## config.mk

```make
export PLATFORM = sky130hd
export DESIGN_NAME = radix4_divider
export DESIGN_NICKNAME = d
export VERILOG_FILES = /design/src/rtl/radix4_divider.sv
export SDC_FILE = /design/constraint.sdc
export NUM_CORES = 1
export LEC_CHECK = 0
export BUFFER_PORTS_ARGS = -buffer_cell sky130_fd_sc_hd__buf_2
export CORE_MARGIN = 3
export CORE_UTILIZATION = 30
export DETAILED_ROUTE_END_ITERATION = 10
export PLACE_DENSITY = 0.55
export SYNTH_ARGS = -nofsm -noshare
export SYNTH_HDL_FRONTEND = slang
export SYNTH_SLANG_ARGS = --single-unit
```

## constraint.sdc

```tcl
create_clock -name clk -period 7.6 [get_ports clk]
set_input_delay 1.14 -clock clk [delete_from_list [all_inputs] [get_ports clk]]
set_output_delay 1.14 -clock clk [all_outputs]
set_load 0.02 [all_outputs]
```

## src/rtl/radix4_divider.sv

```systemverilog
`timescale 1ns/1ps
module radix4_divider #(
  parameter int XLEN = 32
) (
  input  logic            clk,
  input  logic            rst_n,
  input  logic            cmd_valid,
  output logic            cmd_ready,
  input  logic [XLEN-1:0] cmd_a,
  input  logic [XLEN-1:0] cmd_b,
  input  logic            cmd_signed,
  input  logic            cmd_rem,
  output logic            res_valid,
  input  logic            res_ready,
  output logic [XLEN-1:0] res_data,
  output logic            busy
);
  localparam int NBLK  = 4;
  localparam int BLK   = XLEN / NBLK;
  localparam int CPB   = BLK / 2;
  localparam int ITERS = XLEN / 2;
  localparam int CW    = $clog2(ITERS + 1);

  typedef enum logic [1:0] {S_IDLE, S_RUN, S_DONE} state_t;
  state_t state;

  logic [XLEN-1:0] quo_q, rem_q, div_q;
  logic [CW-1:0]   cnt_q;
  logic            negq_q, negr_q, sel_q;

  assign cmd_ready = (state == S_IDLE);
  assign busy      = !cmd_ready;
  assign res_valid = (state == S_DONE);

  wire accept = cmd_valid && cmd_ready;
  wire a_neg  = cmd_signed && cmd_a[XLEN-1];
  wire b_neg  = cmd_signed && cmd_b[XLEN-1];
  wire [XLEN-1:0] mag_a = a_neg ? -cmd_a : cmd_a;
  wire [XLEN-1:0] mag_b = b_neg ? -cmd_b : cmd_b;
  wire div0 = (cmd_b == '0);
  wire ovf  = cmd_signed && (cmd_a == {1'b1, {(XLEN-1){1'b0}}}) && (&cmd_b);

  logic [2:0] zblk;
  always_comb begin
    logic found;
    found = 1'b0;
    zblk  = '0;
    for (int i = NBLK-1; i >= 0; i--) begin
      if (!found && mag_a[i*BLK +: BLK] == '0) zblk = zblk + 3'd1;
      else found = 1'b1;
    end
  end

  function automatic logic [XLEN:0] step(input logic [XLEN-1:0] r, input logic b,
                                         input logic [XLEN-1:0] d);
    logic [XLEN:0] t, diff;
    t    = {r, b};
    diff = t - {1'b0, d};
    if (t >= {1'b0, d}) return {1'b1, diff[XLEN-1:0]};
    return {1'b0, t[XLEN-1:0]};
  endfunction

  logic [XLEN:0] s1, s2;
  assign s1 = step(rem_q, quo_q[XLEN-1], div_q);
  assign s2 = step(s1[XLEN-1:0], quo_q[XLEN-2], div_q);

  always_ff @(posedge clk or negedge rst_n) begin
    if (!rst_n) begin
      state  <= S_IDLE;
      quo_q  <= '0;
      rem_q  <= '0;
      div_q  <= '0;
      cnt_q  <= '0;
      negq_q <= 1'b0;
      negr_q <= 1'b0;
      sel_q  <= 1'b0;
    end else begin
      case (state)
        S_IDLE: if (accept) begin
          sel_q  <= cmd_rem;
          div_q  <= mag_b;
          negq_q <= 1'b0;
          negr_q <= 1'b0;
          if (div0) begin
            quo_q <= '1;
            rem_q <= cmd_a;
            state <= S_DONE;
          end else if (ovf) begin
            quo_q <= cmd_a;
            rem_q <= '0;
            state <= S_DONE;
          end else if (int'(zblk) == NBLK) begin
            quo_q <= '0;
            rem_q <= '0;
            state <= S_DONE;
          end else begin
            quo_q  <= mag_a << (int'(zblk) * BLK);
            rem_q  <= '0;
            cnt_q  <= CW'((NBLK - int'(zblk)) * CPB);
            negq_q <= a_neg ^ b_neg;
            negr_q <= a_neg;
            state  <= S_RUN;
          end
        end
        S_RUN: begin
          quo_q <= {quo_q[XLEN-3:0], s1[XLEN], s2[XLEN]};
          rem_q <= s2[XLEN-1:0];
          cnt_q <= cnt_q - 1'b1;
          if (cnt_q == CW'(1)) state <= S_DONE;
        end
        S_DONE: if (res_ready) state <= S_IDLE;
        default: state <= S_IDLE;
      endcase
    end
  end

  wire [XLEN-1:0] quo_f = negq_q ? -quo_q : quo_q;
  wire [XLEN-1:0] rem_f = negr_q ? -rem_q : rem_q;
  assign res_data = sel_q ? rem_f : quo_f;

  AST_DIV0_FAST: assert property (@(posedge clk) disable iff (!rst_n)
    accept && div0 |=> res_valid &&
      res_data == ($past(cmd_rem) ? $past(cmd_a) : {XLEN{1'b1}}));
  AST_OVF_FAST: assert property (@(posedge clk) disable iff (!rst_n)
    accept && ovf |=> res_valid &&
      res_data == ($past(cmd_rem) ? '0 : $past(cmd_a)));
  AST_FULL_RUN: assert property (@(posedge clk) disable iff (!rst_n)
    accept && !div0 && !ovf && mag_a[XLEN-1 -: BLK] != '0 |=> busy && !res_valid);
  AST_NO_TAKE: assert property (@(posedge clk) disable iff (!rst_n)
    res_valid |-> !cmd_ready);
  AST_HOLD: assert property (@(posedge clk) disable iff (!rst_n)
    res_valid && !res_ready |=> res_valid && $stable(res_data));
  AST_RELEASE: assert property (@(posedge clk) disable iff (!rst_n)
    res_valid && res_ready |=> !res_valid && cmd_ready);
endmodule

```

# Yosys cells after proc, flatten, opt, wreduce, memory -nomap -nowiden
# Cells that the tools add are included.
# word_totals
out_inout_bits	35
word_cells	101
input_bits	70
register_bits	106
# op_classes
addsub	11
n_shift	1
bitwise	1
n_eq_ne	11
n_lt_le_gt_ge	2
mux	44
n_reduce_logical	23
# op_table
op	n
32-bit 2-to-1 mux	11
33-bit 2-to-1 mux	4
32-bit negator	4
32-bit one-hot mux with 2 select lines	2
33-bit by 32-bit greater-or-equal comparator with 1-bit output	2
32-bit subtractor	2
32-bit == test (second input constant)	1
32-bit zero test	1
8-bit zero test	4
32-bit AND reduction	1
32-bit by 6-bit left shift with 32-bit output	1
5-bit 2-to-1 mux	4
2-bit 2-to-1 mux	7
1-bit 2-to-1 mux	12
5-bit one-hot mux with 2 select lines	1
1-bit logical AND	8
2-bit inequality test (second input constant)	4
3-bit by 1-bit adder with 3-bit output (second input constant)	2
3-bit 2-to-1 mux	2
2-bit one-hot mux with 3 select lines	1
5-bit by 1-bit == test with 1-bit output (second input constant)	1
5-bit AND reduction	1
5-bit by 1-bit subtractor with 5-bit output (second input constant)	1
2-bit by 1-bit inequality test with 1-bit output (second input constant)	2
other kinds (11)	14

# Depth between registers and ports, before layout
# Gate-level depths: netlist of the first run.
# logic_depth
ltp_word	17
ltp_mapped	27
depth_no_buf	23

# Least setup slack after synthesis of the first run
# Ideal clock, no wire load.
# synth_path
kind	register to register
startpoint	register rem_q[19]
endpoint	register rem_q[15]
setup_ps	121
t_arrival_ps	5641
period_less_slack_ps	5762
path_slack_ps	1838
required_ps	7479
path_stages_with_launch	26
path_buffers	6
cell_sequence	dfrtp_1 ha_1 clkbuf_1 nand2_1 nor4_1 nand2_1 o41ai_1 or2_2 clkbuf_1 clkbuf_1 clkbuf_1 nor2_1 a21oi_1 ha_1 nor2b_1 o31a_1 o221ai_1 nand2_1 a31oi_1 o311a_1 and3b_1 clkbuf_1 nand3_1 clkbuf_1 o221a_2 a22o_1
# synth_via
elab_chain_cells	7
elab_cells_between_ends	11
classes_between	2 x add/sub; 2 x order compare; 7 x mux
# synth_lines
item	line_no	source
start, declared	27	logic [XLEN-1:0] quo_q, rem_q, div_q;
start signal, assigned	86	rem_q <= cmd_a;
start signal, assigned	107	rem_q <= s2[XLEN-1:0];
33-bit by 32-bit greater-or-equal comparator with 1-bit output / 32-bit subtractor (equally long branches)	59, 58	
1-bit 2-to-1 mux / 33-bit 2-to-1 mux (equally long branches)	59	if (t >= {1'b0, d}) return {1'b1, diff[XLEN-1:0]};
33-bit 2-to-1 mux (*)	60	return {1'b0, t[XLEN-1:0]};
32-bit subtractor / 33-bit by 32-bit greater-or-equal comparator with 1-bit output (equally long branches)	58, 59	
33-bit 2-to-1 mux / 1-bit 2-to-1 mux (equally long branches)	59	
33-bit 2-to-1 mux (*)	60	
32-bit one-hot mux with 2 select lines (*)	78	case (state)
# Every way passes the cells marked *; elsewhere a longest branch is shown, timed or not. The select of a mux whose other input is x is not followed.
# A chain may end at the register's enable or synchronous reset.

# Worst setup path in the final report of the first run
# layout_path
startpoint	register quo_q[31]
endpoint	register rem_q[12]
# layout_via
elab_chain_cells	7
elab_cells_between_ends	11
classes_between	2 x add/sub; 2 x order compare; 7 x mux
# layout_lines
item	line_no	source
start, declared	27	
start signal, assigned	89	quo_q <= cmd_a;
start signal, assigned	97	quo_q <= mag_a << (int'(zblk) * BLK);
start signal, assigned	106	quo_q <= {quo_q[XLEN-3:0], s1[XLEN], s2[XLEN]};
32-bit subtractor / 33-bit by 32-bit greater-or-equal comparator with 1-bit output (equally long branches)	58, 59	
33-bit 2-to-1 mux / 1-bit 2-to-1 mux (equally long branches)	59	
33-bit 2-to-1 mux (*)	60	
32-bit subtractor / 33-bit by 32-bit greater-or-equal comparator with 1-bit output (equally long branches)	58, 59	
33-bit 2-to-1 mux / 1-bit 2-to-1 mux (equally long branches)	59	
33-bit 2-to-1 mux (*)	60	
32-bit one-hot mux with 2 select lines (*)	78	
# Marks and branches as above.

==> impl_results.rst, run 1 <==
.. list-table::
   :header-rows: 1

   * - Metric
     - Value
   * - Root Buffer Master
     - sky130_fd_sc_hd__clkbuf_16
   * - Via count of the first global-routing pass
     - about 13000
   * - Slew @ Worst Pin
     - 1.47 ns
   * - Buffers inserted by post-CTS timing repair
     - 0
   * - IO Count
     - roughly 110
   * - Count of routing violations after the opening detailed-route iteration
     - 1630
   * - Fraction of the mapped netlist area in simple logic gates
     - between 20% and 30%
   * - Later-pin clock latency in the skew report
     - around 0.39 ns
   * - Critical path required time
     - 7.87 ns
   * - Post-Syn Nets
     - 1906
   * - Die height
     - roughly 210 um
   * - Area share of fa/ha/maj cells after synthesis
     - 7.50%
   * - Detailed-route DRC error count
     - 0
   * - Area used by sequential logic in the layout
     - around 0.0027 mm2
   * - Flop and latch count out of synthesis
     - about 110
   * - Count of distinct cell types in the synthesized netlist
     - 96
   * - CTS Buf Count
     - 9
   * - Critical Path Sink Type
     - register
   * - WL final
     - approximately 53 mm
   * - Crit path launch
     - quo_q[31]
   * - PostCTS Resize Cnt
     - 0
   * - Syn_area_per_cell
     - between 7 and 8 um2
   * - Overflow left after global routing
     - 0
   * - Half-perimeter wire length after detailed placement
     - around 42 mm
   * - Gate count after technology mapping
     - 1760
   * - Area share of xor/xnor cells in the synthesized design
     - 11.3%
   * - Worst clock skew
     - 0.0171 ns
   * - Final net count
     - roughly 1900
   * - Setup Viol. Count Final
     - 0
   * - Area fraction in compound gates after synthesis
     - 28.6%
   * - Antenna violations before repair
     - 0
   * - Final critical-path share of the clock period
     - 87.0%
   * - DIE AREA
     - 0.0454 mm2
   * - List of most frequent post-synthesis cells
     - sky130_fd_sc_hd__nand2_1, sky130_fd_sc_hd__a21oi_1, sky130_fd_sc_hd__nor2_1
   * - Synth Cell Area
     - between 0.01 and 0.015 mm2
   * - Worst hold path startpoint
     - div_q[2]
   * - TritonCTS clock tree
     - done
   * - CP cell instances
     - inv_1 -> ha_1 -> inv_1 -> fa_1 -> a21oi_1 -> o211ai_1 -> a211oi_1 -> o21ai_0 -> a311oi_1 -> o31ai_1 -> xor2_1 -> mux2_2 -> ha_1 -> nand4_1 -> or3_1 -> o311a_1 -> and3b_1 -> nand3_1 -> o221ai_1 -> o21ai_0
   * - Synth Flop Type
     - sky130_fd_sc_hd__dfrtp_1
   * - Global-route usage over all layers
     - between 20% and 30%
   * - Post-route minimum period
     - roughly 6.6 ns
   * - Area of the multi-input gates
     - between 0.009 and 0.01 mm2
   * - Weighted congestion at the end of routability-driven global placement
     - ~0.98
   * - Endpoints failing hold
     - 0
   * - Layout cells sized above 1
     - 11.5%
   * - First drt pass iteration count
     - 6
   * - Worst slew margin
     - under 10%
   * - Multiplexer fraction of the synthesized cell area
     - around 3.1%
   * - Total clock sinks
     - 106
   * - Routed via count
     - approximately 14000
   * - Post-route antenna net violation count
     - 0
   * - Critical Path Slowest Stage Cell
     - sky130_fd_sc_hd__a211oi_1
   * - Maximum Capacitance Violations
     - 0
   * - Worst Path Arrival
     - 6.88 ns
   * - Width of the die
     - 213 um
   * - Reg-to-Reg Start
     - quo_q[31]
   * - Unrepaired setup endpoints after global routing
     - no
   * - Number of slew-limit violations in the final report
     - 0
   * - Clock-pin slew of the registers on the worst-case setup and hold paths
     - 0.08 ns
   * - Most frequently used cell type in the post-synthesis netlist
     - sky130_fd_sc_hd__nand2_1
   * - Layout-stage area growth over the synthesis result
     - 10.1%
   * - Area of the core region
     - 0.0421 mm2
   * - Yosys warning count
     - 0
   * - Class of the tightest hold or removal check
     - reg2reg
   * - Fraction of registers with async set or reset after synthesis
     - between 90% and 100%
   * - Via count normalized by instance count
     - 5.88
   * - CP startpoint kind
     - register
   * - Count of filler cells inserted in the layout
     - between 4000 and 5000
   * - Depth of the CTS H-tree
     - 3
   * - Outcome
     - finished, final reports clean
   * - Wire length of the first global-routing pass
     - 79.3 mm
   * - Timing-limited maximum frequency
     - around 0.15 GHz
   * - Rows
     - 75
   * - Number of synthesized flops with an enable pin
     - 0
   * - # port buffers
     - about 100
   * - Register area share after synthesis
     - 20.6%
   * - Largest net degree at the start of global routing
     - 66
   * - Worst-case clock buffer depth
     - 2
   * - Average detailed-routed wire length per instance
     - between 20 and 25 um
   * - Hold_buf cts
     - 0
   * - Effective utilization at floorplan
     - between 30% and 40%
   * - Dominant cell type by area after synthesis
     - sky130_fd_sc_hd__dfrtp_1
   * - Area fraction of the dominant cell type after synthesis
     - between 20% and 30%
   * - Top cells by area, synth
     - sky130_fd_sc_hd__dfrtp_1, sky130_fd_sc_hd__a21oi_1, sky130_fd_sc_hd__ha_1
   * - Setup tns final
     - 0 ns
   * - Number of antenna repair diodes
     - 0
   * - Category of the most critical setup path
     - reg2reg
   * - Worst-path fanout max
     - 12
   * - Main combinational cell family by area after synthesis
     - compound AO/OA/AOI/OAI gates
   * - Stage delay of the slowest cell on the critical path
     - 0.60 ns
worst max-delay path, delay by kind of cell, from the launching register on:
family | cells | cell delay, ns
AOI/OAI and AO/OA | 9 | 3.00
DFF | 1 | 0.44
muxes | 1 | 0.32
adders and majority gates | 3 | 1.01
and+or+nand+nor | 4 | 1.35
buffers and inverters | 2 | 0.19
xor gates and xnor gates | 1 | 0.16
flip-flops by register name, summed over array words and instances, names as in the netlist:
register	cells
quo_q	32
rem_q	32
div_q	32
cnt_q	5
state	2
negq_q	1
negr_q	1
sel_q	1
cells in the final DEF, fill, tap and decap left out, drive strengths merged, types with 20 or more instances in the layout:
cell,instances
a21oi,187
a31oi,22
buf,132
dfrtp,106
ha,74
inv,68
mux2,20
nand2,199
nand3,42
nand4,26
nor2,157
nor3,42
nor4,21
o21ai,176
o31ai,35
or3,22
or4,21
xnor2,91
xor2,75
cell type report:
cell class | count | area share [%]
clock buffer | 10 | 1.69
tap | 539 | 4.76
inverter | 66 | 1.75
timing repair buffer | 132 | 5.17
clock inverter | 5 | 0.274
sequential | 106 | 18.7
multi-input combinational | 1486 | 67.6
layer usage:
metal / vias up / track usage [%] / part of all wire (%)
met5: - / 0 / 0
met4: 0 / 6.27 / 2.5
met3: 77 / 4.67 / 8.7
met2: 606 / 34.7 / 42
met1: 6584 / 33.5 / 46
li1: 6517 / - / -
cell families after synthesis:
family,count (synthesis)
and+or+nand+nor,622
AOI/OAI and AO/OA,585
buffers and inverters,168
xor gates and xnor gates,166
DFF,106
adders and majority gates,76
muxes,37
stage by stage:
step	worst slack, ns	util [%]	cell area (um2)	hold slack (ns)	cells
5_1_grt	0.684	33.6	14200	0.506	2344
3_3_place_gp	1.18	33.0	13900	0.462	2329
4_1_cts	1.12	33.6	14200	0.490	2344
3_5_place_dp	1.12	33.0	13900	0.471	2329
2_1_floorplan	1.84	-	12900	0.450	1760
6_report	0.986	33.6	14200	0.483	2344
path summary, 6_finish.rpt:
path                        endpoint  slack, ns  cells after the start
max                        rem_q[12]       0.99                     20
min                         div_q[2]       0.48                      2
max reg2reg                rem_q[12]       0.99                     20
min reg2reg                 div_q[2]       0.48                      2
max in group asynchronous      sel_q       5.43                      2
min in group asynchronous   cnt_q[0]       0.76                      1
Power of run 1 is not shown: default switching activity piles up to over one toggle a cycle in this logic, so the estimate is an artifact.
==> inputs of run 2 (changes only) <==
- PLACE_DENSITY: 0.55 -> 0.56
- RECOVER_POWER: default -> 25
- clock period: 7.6 -> 5.92 ns (I/O delays scaled with it)
==> impl_results.rst, run 2 (same netlist as run 1, synthesis figures left out) <==
.. list-table::
   :header-rows: 1

   * - Metric
     - Value
   * - # port buffers
     - 104 (unchanged)
   * - Unrepaired setup endpoints after global routing
     - no
   * - Worst Path Arrival
     - 5.89 ns (-0.99 ns)
   * - Largest net degree at the start of global routing
     - 72 (+9.1%)
   * - Die height
     - 213 um (unchanged)
   * - Antenna violations before repair
     - 1 (+1)
   * - Critical path required time
     - 6.17 ns (-1.70 ns)
   * - Worst clock skew
     - 0.00876 ns (-0.00830 ns)
   * - Category of the most critical setup path
     - reg2reg
   * - Number of placed cells counting well taps
     - 2449 (+5.2%)
   * - Non-filler instance count after layout
     - 2468 (+5.3%)
   * - Layout cells sized above 1
     - 17.2% (+5.7 points)
   * - Setup Viol. Count Final
     - 0 (unchanged)
   * - Via count normalized by instance count
     - 5.80 (-1.4%)
   * - Met2 Routed Length
     - 23.4 mm (+4.3%)
   * - Highest routing layer actually used
     - met5
   * - Endpoints failing hold
     - 0 (unchanged)
   * - Setup tns final
     - 0 ns (unchanged)
   * - Later-pin clock latency in the skew report
     - 0.37 ns (-0.02 ns)
   * - Wire length of the first global-routing pass
     - 80.8 mm (+1.9%)
   * - Final net count
     - 2068 (+6.2%)
   * - Post-route minimum period
     - 5.64 ns (-0.977 ns)
   * - Class of the tightest hold or removal check
     - reg2reg
   * - Number of slew-limit violations in the final report
     - 72 (+72)
   * - Total clock sinks
     - 106 (unchanged)
   * - Routed via count
     - 14314 (+3.8%)
   * - Buf+Inv Stages, Crit Path
     - 5 (+3)
   * - Final cell area excluding filler cells
     - 0.0151 mm2 (+6.8%)
   * - Effective utilization at floorplan
     - 30.6% (unchanged)
   * - Timing-limited maximum frequency
     - 0.177 GHz (+17%)
   * - Root Buffer Master
     - sky130_fd_sc_hd__clkbuf_16
   * - Post-route antenna net violation count
     - 0 (unchanged)
   * - Count of routing violations after the opening detailed-route iteration
     - 1439 (-12%)
   * - Biggest registers after layout
     - div_q (32), quo_q (32), rem_q (32)
   * - Reg-to-Reg Start
     - rem_q[27]
   * - CP startpoint kind
     - register
   * - Clock-pin slew of the registers on the worst-case setup and hold paths
     - 0.08 ns (about the same)
   * - Global-route usage over all layers
     - 23.2% (+0.15 points)
   * - CP dominant cell by count
     - sky130_fd_sc_hd__buf_4
   * - CP cell instances
     - ha_1 -> nand4_1 -> nor4_1 -> buf_4 -> o21ai_0 -> buf_4 -> a21oi_1 -> or2_2 -> buf_4 -> mux2_2 -> ha_1 -> nand4_1 -> nor4_4 -> buf_4 -> nand3_1 -> o311a_1 -> nand3b_1 -> nor3_1 -> buf_4 -> a221o_1 -> o22a_1
   * - Worst-case setup margin in the final layout
     - 0.283 ns (-0.703 ns)
   * - Critical Path Sink Type
     - register
   * - Outcome
     - finished, violations left
   * - First drt pass iteration count
     - 6 (unchanged)
   * - Average detailed-routed wire length per instance
     - 22.0 um (-2.9%)
   * - Stage delay of the slowest cell on the critical path
     - 0.54 ns (-0.06 ns)
   * - Layout-stage area growth over the synthesis result
     - 17.6%
   * - Wire length on met3
     - 4.28 mm (-7.6%)
   * - Slew @ Worst Pin
     - 4.44 ns (+2.97 ns)
   * - Width of the die
     - 213 um (unchanged)
   * - Rows
     - 75 (unchanged)
   * - Crit path launch
     - rem_q[27]
   * - Area of the core region
     - 0.0421 mm2 (unchanged)
   * - Worst-case clock buffer depth
     - 2 (unchanged)
   * - Depth of the CTS H-tree
     - 3 (unchanged)
   * - Via count of the first global-routing pass
     - 13075 (+2.9%)
   * - DP Worst Slack
     - 0.225 ns (-0.897 ns)
   * - Worst slew margin
     - -196% (-200 points)
   * - Most common cell after layout, fill and taps aside
     - sky130_fd_sc_hd__nand2_1
   * - TritonCTS clock tree
     - done
   * - Worst hold path startpoint
     - div_q[6]
   * - Detailed-route DRC error count
     - 0 (unchanged)
   * - Violations in the final reports
     - capacitance limit, slew limit
   * - IO Count
     - 105 (unchanged)
   * - WL final
     - 54.2 mm (+2.2%)
   * - Overflow left after global routing
     - 0 (unchanged)
   * - DIE AREA
     - 0.0454 mm2 (unchanged)
   * - Worst-path fanout max
     - 22 (+10)
   * - Critical Path Slowest Stage Cell
     - sky130_fd_sc_hd__dfrtp_1
   * - Largest delay share family, worst path
     - simple AND/OR/NAND/NOR gates
   * - Met1 Wirelength
     - 25.3 mm (+2.7%)
   * - Most used cells in the layout excluding fill and tap cells
     - sky130_fd_sc_hd__nand2_1, sky130_fd_sc_hd__a21oi_1, sky130_fd_sc_hd__nor2_1
   * - Post-placement cell area
     - 0.0148 mm2 (+6.6%)
   * - Half-perimeter wire length after detailed placement
     - 43.9 mm (+3.6%)
   * - Maximum Capacitance Violations
     - 1 (+1)
   * - Weighted congestion at the end of routability-driven global placement
     - 0.973 (-0.43%)
   * - CTS Buf Count
     - 9 (unchanged)
   * - Final critical-path share of the clock period
     - 95.2% (+8.2 points)
run 2: changes by cell type in the layout (fill, tap and decap cells not counted), moves of 2 or more:
| cell | before | now |
|---|---|---|
| sky130_fd_sc_hd__diode_2 | 0 | 2 |
| sky130_fd_sc_hd__inv_8 | 0 | 2 |
| sky130_fd_sc_hd__buf_4 | 29 | 147 |
| sky130_fd_sc_hd__buf_12 | 0 | 2 |
run 2: cell type report:
class	instances	area [um2]
multi-input combinational	1486	9610
clock inverter	7	61.3
inverter	66	248
clock buffer	9	225
antenna	2	5.00
fill	4516	27000
timing repair buffer	253	1660
tap	539	674
sequential	106	2650
run 2: tightest hold or removal path, delay by kind of cell, from the launching register on:
kind	cells	cell delay (ns)
compound gates	1	0.06
flops	1	0.35
simple gates	1	0.04
run 2: per-stage QoR:
stage	hold WS (ns)	util (%)
final	0.483	35.9
after global routing	0.506	35.9
after floorplan	0.450	-
after detailed placement	0.471	35.2
after global placement	0.462	35.2
after CTS	0.491	35.9
run 2: worst paths after layout:
path,end,slack [ns],cells after the start
min in group asynchronous,rem_q[23],2.10,1
worst min-delay path,div_q[6],0.48,2
max in group asynchronous,sel_q,0.99,1
worst max-delay path,rem_q[27],0.28,21
worst max register to register,rem_q[27],0.28,21
worst min register to register,div_q[6],0.48,2
run 2: metal layers:
layer,track usage [%],up-vias
met1,34.2,6886
li1,-,6754
met3,3.50,70
met5,0,-
met2,35.8,602
met4,5.24,2
run 2: repair_timing:
| item | 4_1_cts | 5_1_grt |
|---|---|---|
| setup endpoints to repair | 0 | 24 |
| resized for setup | 0 | 5 |
| hold buffers | 0 | 0 |
| setup buffers | 0 | 1 |
Power of run 2 is left out for the same reason.
==> inputs of run 3 (changes only) <==
- ABC_AREA: default -> 1
- CELL_PAD_IN_SITES_DETAIL_PLACEMENT: default -> 0
- CELL_PAD_IN_SITES_GLOBAL_PLACEMENT: default -> 1
- PLACE_DENSITY: 0.56 -> 0.72
==> impl_results.rst, run 3 <==
.. list-table::
   :header-rows: 1

   * - Metric
     - Value
   * - Endpoints failing hold
     - 0 (unchanged)
   * - Overflow left after global routing
     - 0 (unchanged)
   * - Count of filler cells inserted in the layout
     - 5181 (+15%)
   * - Worst Path Arrival
     - 5.80 ns (-0.09 ns)
   * - Layout-stage area growth over the synthesis result
     - 11.5%
   * - Timing-limited maximum frequency
     - 0.181 GHz (+2.0%)
   * - Half-perimeter wire length after detailed placement
     - 56.5 mm (+29%)
   * - Area of the core region
     - 0.0456 mm2 (+8.2%)
   * - Die height
     - 221 um (+3.8%)
   * - Hold_buf cts
     - 0 (unchanged)
   * - Post-placement cell area
     - 0.0152 mm2 (+2.5%)
   * - Count of distinct cell types in the synthesized netlist
     - 55 (-43%)
   * - Critical path required time
     - 6.20 ns (+0.03 ns)
   * - Via count normalized by instance count
     - 5.35 (-7.8%)
   * - Number of synthesized flops with an enable pin
     - 0 (unchanged)
   * - CP startpoint kind
     - register
   * - Width of the die
     - 221 um (+3.8%)
   * - Final net count
     - 2607 (+26%)
   * - Most used cells in the layout excluding fill and tap cells
     - sky130_fd_sc_hd__nand2_1, sky130_fd_sc_hd__inv_1, sky130_fd_sc_hd__o21ai_0
   * - Slew @ Worst Pin
     - 4.07 ns (-0.369 ns)
   * - Synth Cell Area
     - 0.0139 mm2 (+7.9%)
   * - Category of the most critical setup path
     - reg2reg
   * - Rows
     - 78 (+4.0%)
   * - IO Count
     - 105 (unchanged)
   * - Violations in the final reports
     - capacitance limit, slew limit
   * - Worst-case clock buffer depth
     - 2 (unchanged)
   * - Setup Viol. Count Final
     - 0 (unchanged)
   * - First drt pass iteration count
     - 5 (-1)
   * - Critical Path Sink Type
     - register
   * - Global-route usage over all layers
     - 27.1% (+3.9 points)
   * - Final critical-path share of the clock period
     - 93.3% (-1.9 points)
   * - TritonCTS clock tree
     - done
   * - Post-Syn Nets
     - 2517 (+32%)
   * - Most frequently used cell type in the post-synthesis netlist
     - sky130_fd_sc_hd__nand2_1
   * - CTS Buf Count
     - 9 (unchanged)
   * - Later-pin clock latency in the skew report
     - 0.39 ns (+0.02 ns)
   * - Gate count after technology mapping
     - 2371 (+35%)
   * - Effective utilization at floorplan
     - 30.5% (-0.085 points)
   * - Total clock sinks
     - 106 (unchanged)
   * - Root Buffer Master
     - sky130_fd_sc_hd__clkbuf_16
   * - Number of antenna repair diodes
     - 0 (-2)
   * - Via count of the first global-routing pass
     - 15789 (+21%)
   * - Clock-pin slew of the registers on the worst-case setup and hold paths
     - 0.08 ns (about the same)
   * - Number of slew-limit violations in the final report
     - 65 (-9.7%)
   * - Area used by sequential logic in the layout
     - 0.00265 mm2 (about the same)
   * - # port buffers
     - 104 (unchanged)
   * - Post-route minimum period
     - 5.53 ns (-0.111 ns)
   * - Top cells by area, synth
     - sky130_fd_sc_hd__dfrtp_1, sky130_fd_sc_hd__nand2_1, sky130_fd_sc_hd__o21ai_0
   * - Fraction of registers with async set or reset after synthesis
     - 100% (unchanged)
   * - Biggest registers after layout
     - div_q (32), quo_q (32), rem_q (32)
   * - Weighted congestion at the end of routability-driven global placement
     - 1.02 (+5.0%)
   * - Setup tns final
     - 0 ns (unchanged)
   * - Area fraction of the dominant cell type after synthesis
     - 19.1% (-1.5 points)
   * - Area of the multi-input gates
     - 0.00976 mm2 (+1.5%)
   * - Unrepaired setup endpoints after global routing
     - no
   * - Flop and latch count out of synthesis
     - 106 (unchanged)
   * - Layout cells sized above 1
     - 9.45% (-7.7 points)
   * - Most common cell after layout, fill and taps aside
     - sky130_fd_sc_hd__nand2_1
   * - Final Hold Slack
     - 0.486 ns (+0.00308 ns)
   * - Routed via count
     - 16390 (+15%)
   * - WL final
     - 67.9 mm (+25%)
   * - Final cell area excluding filler cells
     - 0.0155 mm2 (+2.3%)
   * - Worst slew margin
     - -171% (+25 points)
   * - Synth Flop Type
     - sky130_fd_sc_hd__dfrtp_1
   * - Dominant cell type by area after synthesis
     - sky130_fd_sc_hd__dfrtp_1
   * - Largest net degree at the start of global routing
     - 94 (+31%)
   * - DIE AREA
     - 0.0489 mm2 (+7.6%)
   * - Detailed-route DRC error count
     - 0 (unchanged)
   * - Worst-path fanout max
     - 22 (unchanged)
   * - List of most frequent post-synthesis cells
     - sky130_fd_sc_hd__nand2_1, sky130_fd_sc_hd__inv_1, sky130_fd_sc_hd__o21ai_0
   * - Class of the tightest hold or removal check
     - reg2reg
   * - Antenna violations before repair
     - 3 (+2)
   * - Util after Layout
     - 34.0% (-1.9 points)
   * - Register area share after synthesis
     - 19.1% (-1.5 points)
   * - Depth of the CTS H-tree
     - 3 (unchanged)
   * - Outcome
     - finished, violations left
   * - Average detailed-routed wire length per instance
     - 22.2 um (+0.85%)
   * - Yosys warning count
     - 0 (unchanged)
   * - Post-route antenna net violation count
     - 0 (unchanged)
   * - Worst clock skew
     - 0.0120 ns (+0.00320 ns)
   * - Wire length of the first global-routing pass
     - 101 mm (+25%)
   * - Syn_area_per_cell
     - 5.86 um2 (-20%)
   * - Count of routing violations after the opening detailed-route iteration
     - 1707 (+19%)
   * - Maximum Capacitance Violations
     - 1 (unchanged)
## run 3: changes by cell type after synthesis, sizes merged, moves of 21 or more
cell,delta
o31ai,-27
a21oi,-39
o21ai,+89
nor2,+96
xor2,-23
or4,-21
or3,-22
nand2,+478
inv,+238
clkbuf,-40
xnor2,-55
nand3,+123
## run 3: worst max-delay path, stage by stage (launching register included)
cell and delay (ns):
sky130_fd_sc_hd__dfrtp_1 0.38, sky130_fd_sc_hd__inv_1 0.16, sky130_fd_sc_hd__ha_1 0.34, sky130_fd_sc_hd__a21oi_1 0.29, sky130_fd_sc_hd__o21ai_1 0.20, sky130_fd_sc_hd__o21bai_1 0.26, sky130_fd_sc_hd__nand2_1 0.09, sky130_fd_sc_hd__o211ai_1 0.20
sky130_fd_sc_hd__nand2_1 0.20, sky130_fd_sc_hd__nand2_4 0.11, sky130_fd_sc_hd__buf_4 0.24, sky130_fd_sc_hd__o21ai_0 0.48, sky130_fd_sc_hd__inv_1 0.10, sky130_fd_sc_hd__ha_1 0.40, sky130_fd_sc_hd__nand2_1 0.10, sky130_fd_sc_hd__o21ai_0 0.27
sky130_fd_sc_hd__a21boi_0 0.14, sky130_fd_sc_hd__nand2_1 0.14, sky130_fd_sc_hd__nand4_1 0.10, sky130_fd_sc_hd__nand2_1 0.16, sky130_fd_sc_hd__nand2_1 0.11, sky130_fd_sc_hd__nand4_1 0.14, sky130_fd_sc_hd__buf_4 0.25, sky130_fd_sc_hd__nand2_1 0.15
sky130_fd_sc_hd__inv_4 0.18, sky130_fd_sc_hd__nand2_1 0.08, sky130_fd_sc_hd__nand3_1 0.07, sky130_fd_sc_hd__nand2_1 0.05
## run 3: cell families after synthesis
family                   after synthesis  synth area share (%)
AO/OA/AOI/OAI                        492                  19.2
XOR/XNOR                              88                  5.60
adder cells (fa/ha/maj)               76                  6.95
buffers and inverters                379                  10.7
flip-flops                           106                  19.1
multiplexers                           1                0.0721
AND/OR/NAND/NOR                     1229                  38.4
## run 3: per-layer routing
layer	routed length, um	up-vias	GRT usage (%)
li1	-	7932	-
met1	31100	7802	38.3
met2	30400	584	43.2
met3	4310	72	3.53
met4	2060	0	8.23
met5	0	-	0
## run 3: area by class of cell
class | count | share of cell area (%)
clock buffer | 11 | 1.63
clock inverter | 5 | 0.291
inverter | 307 | 7.45
multi-input combinational | 1886 | 63.0
sequential | 106 | 17.1
tap | 600 | 4.85
timing repair buffer | 151 | 5.65
## run 3: through the flow
stage,cells,worst slack (ns)
after floorplan,2371,1.57
after global placement,3050,0.284
after detailed placement,3050,0.299
after CTS,3066,0.348
after global routing,3066,0.00733
final,3066,0.394
## run 3: final timing paths
| path | startpoint | end | slack, ns | cells after the start |
|---|---|---|---|---|
| max | div_q[8] | rem_q[7] | 0.39 | 27 |
| max reg2reg | div_q[8] | rem_q[7] | 0.39 | 27 |
| min | div_q[11] | div_q[11] | 0.49 | 2 |
| min in group asynchronous | rst_n | quo_q[22] | 1.91 | 1 |
| max in group asynchronous | rst_n | div_q[24] | 1.72 | 2 |
| min reg2reg | div_q[11] | div_q[11] | 0.49 | 2 |
## run 3: repair_timing
action                                  4_1_cts  5_1_grt
setup buffers                                 0        0
endpoints found under the setup margin        0       32
resized for setup                             0        5
Power of run 3 is left out for the same reason.
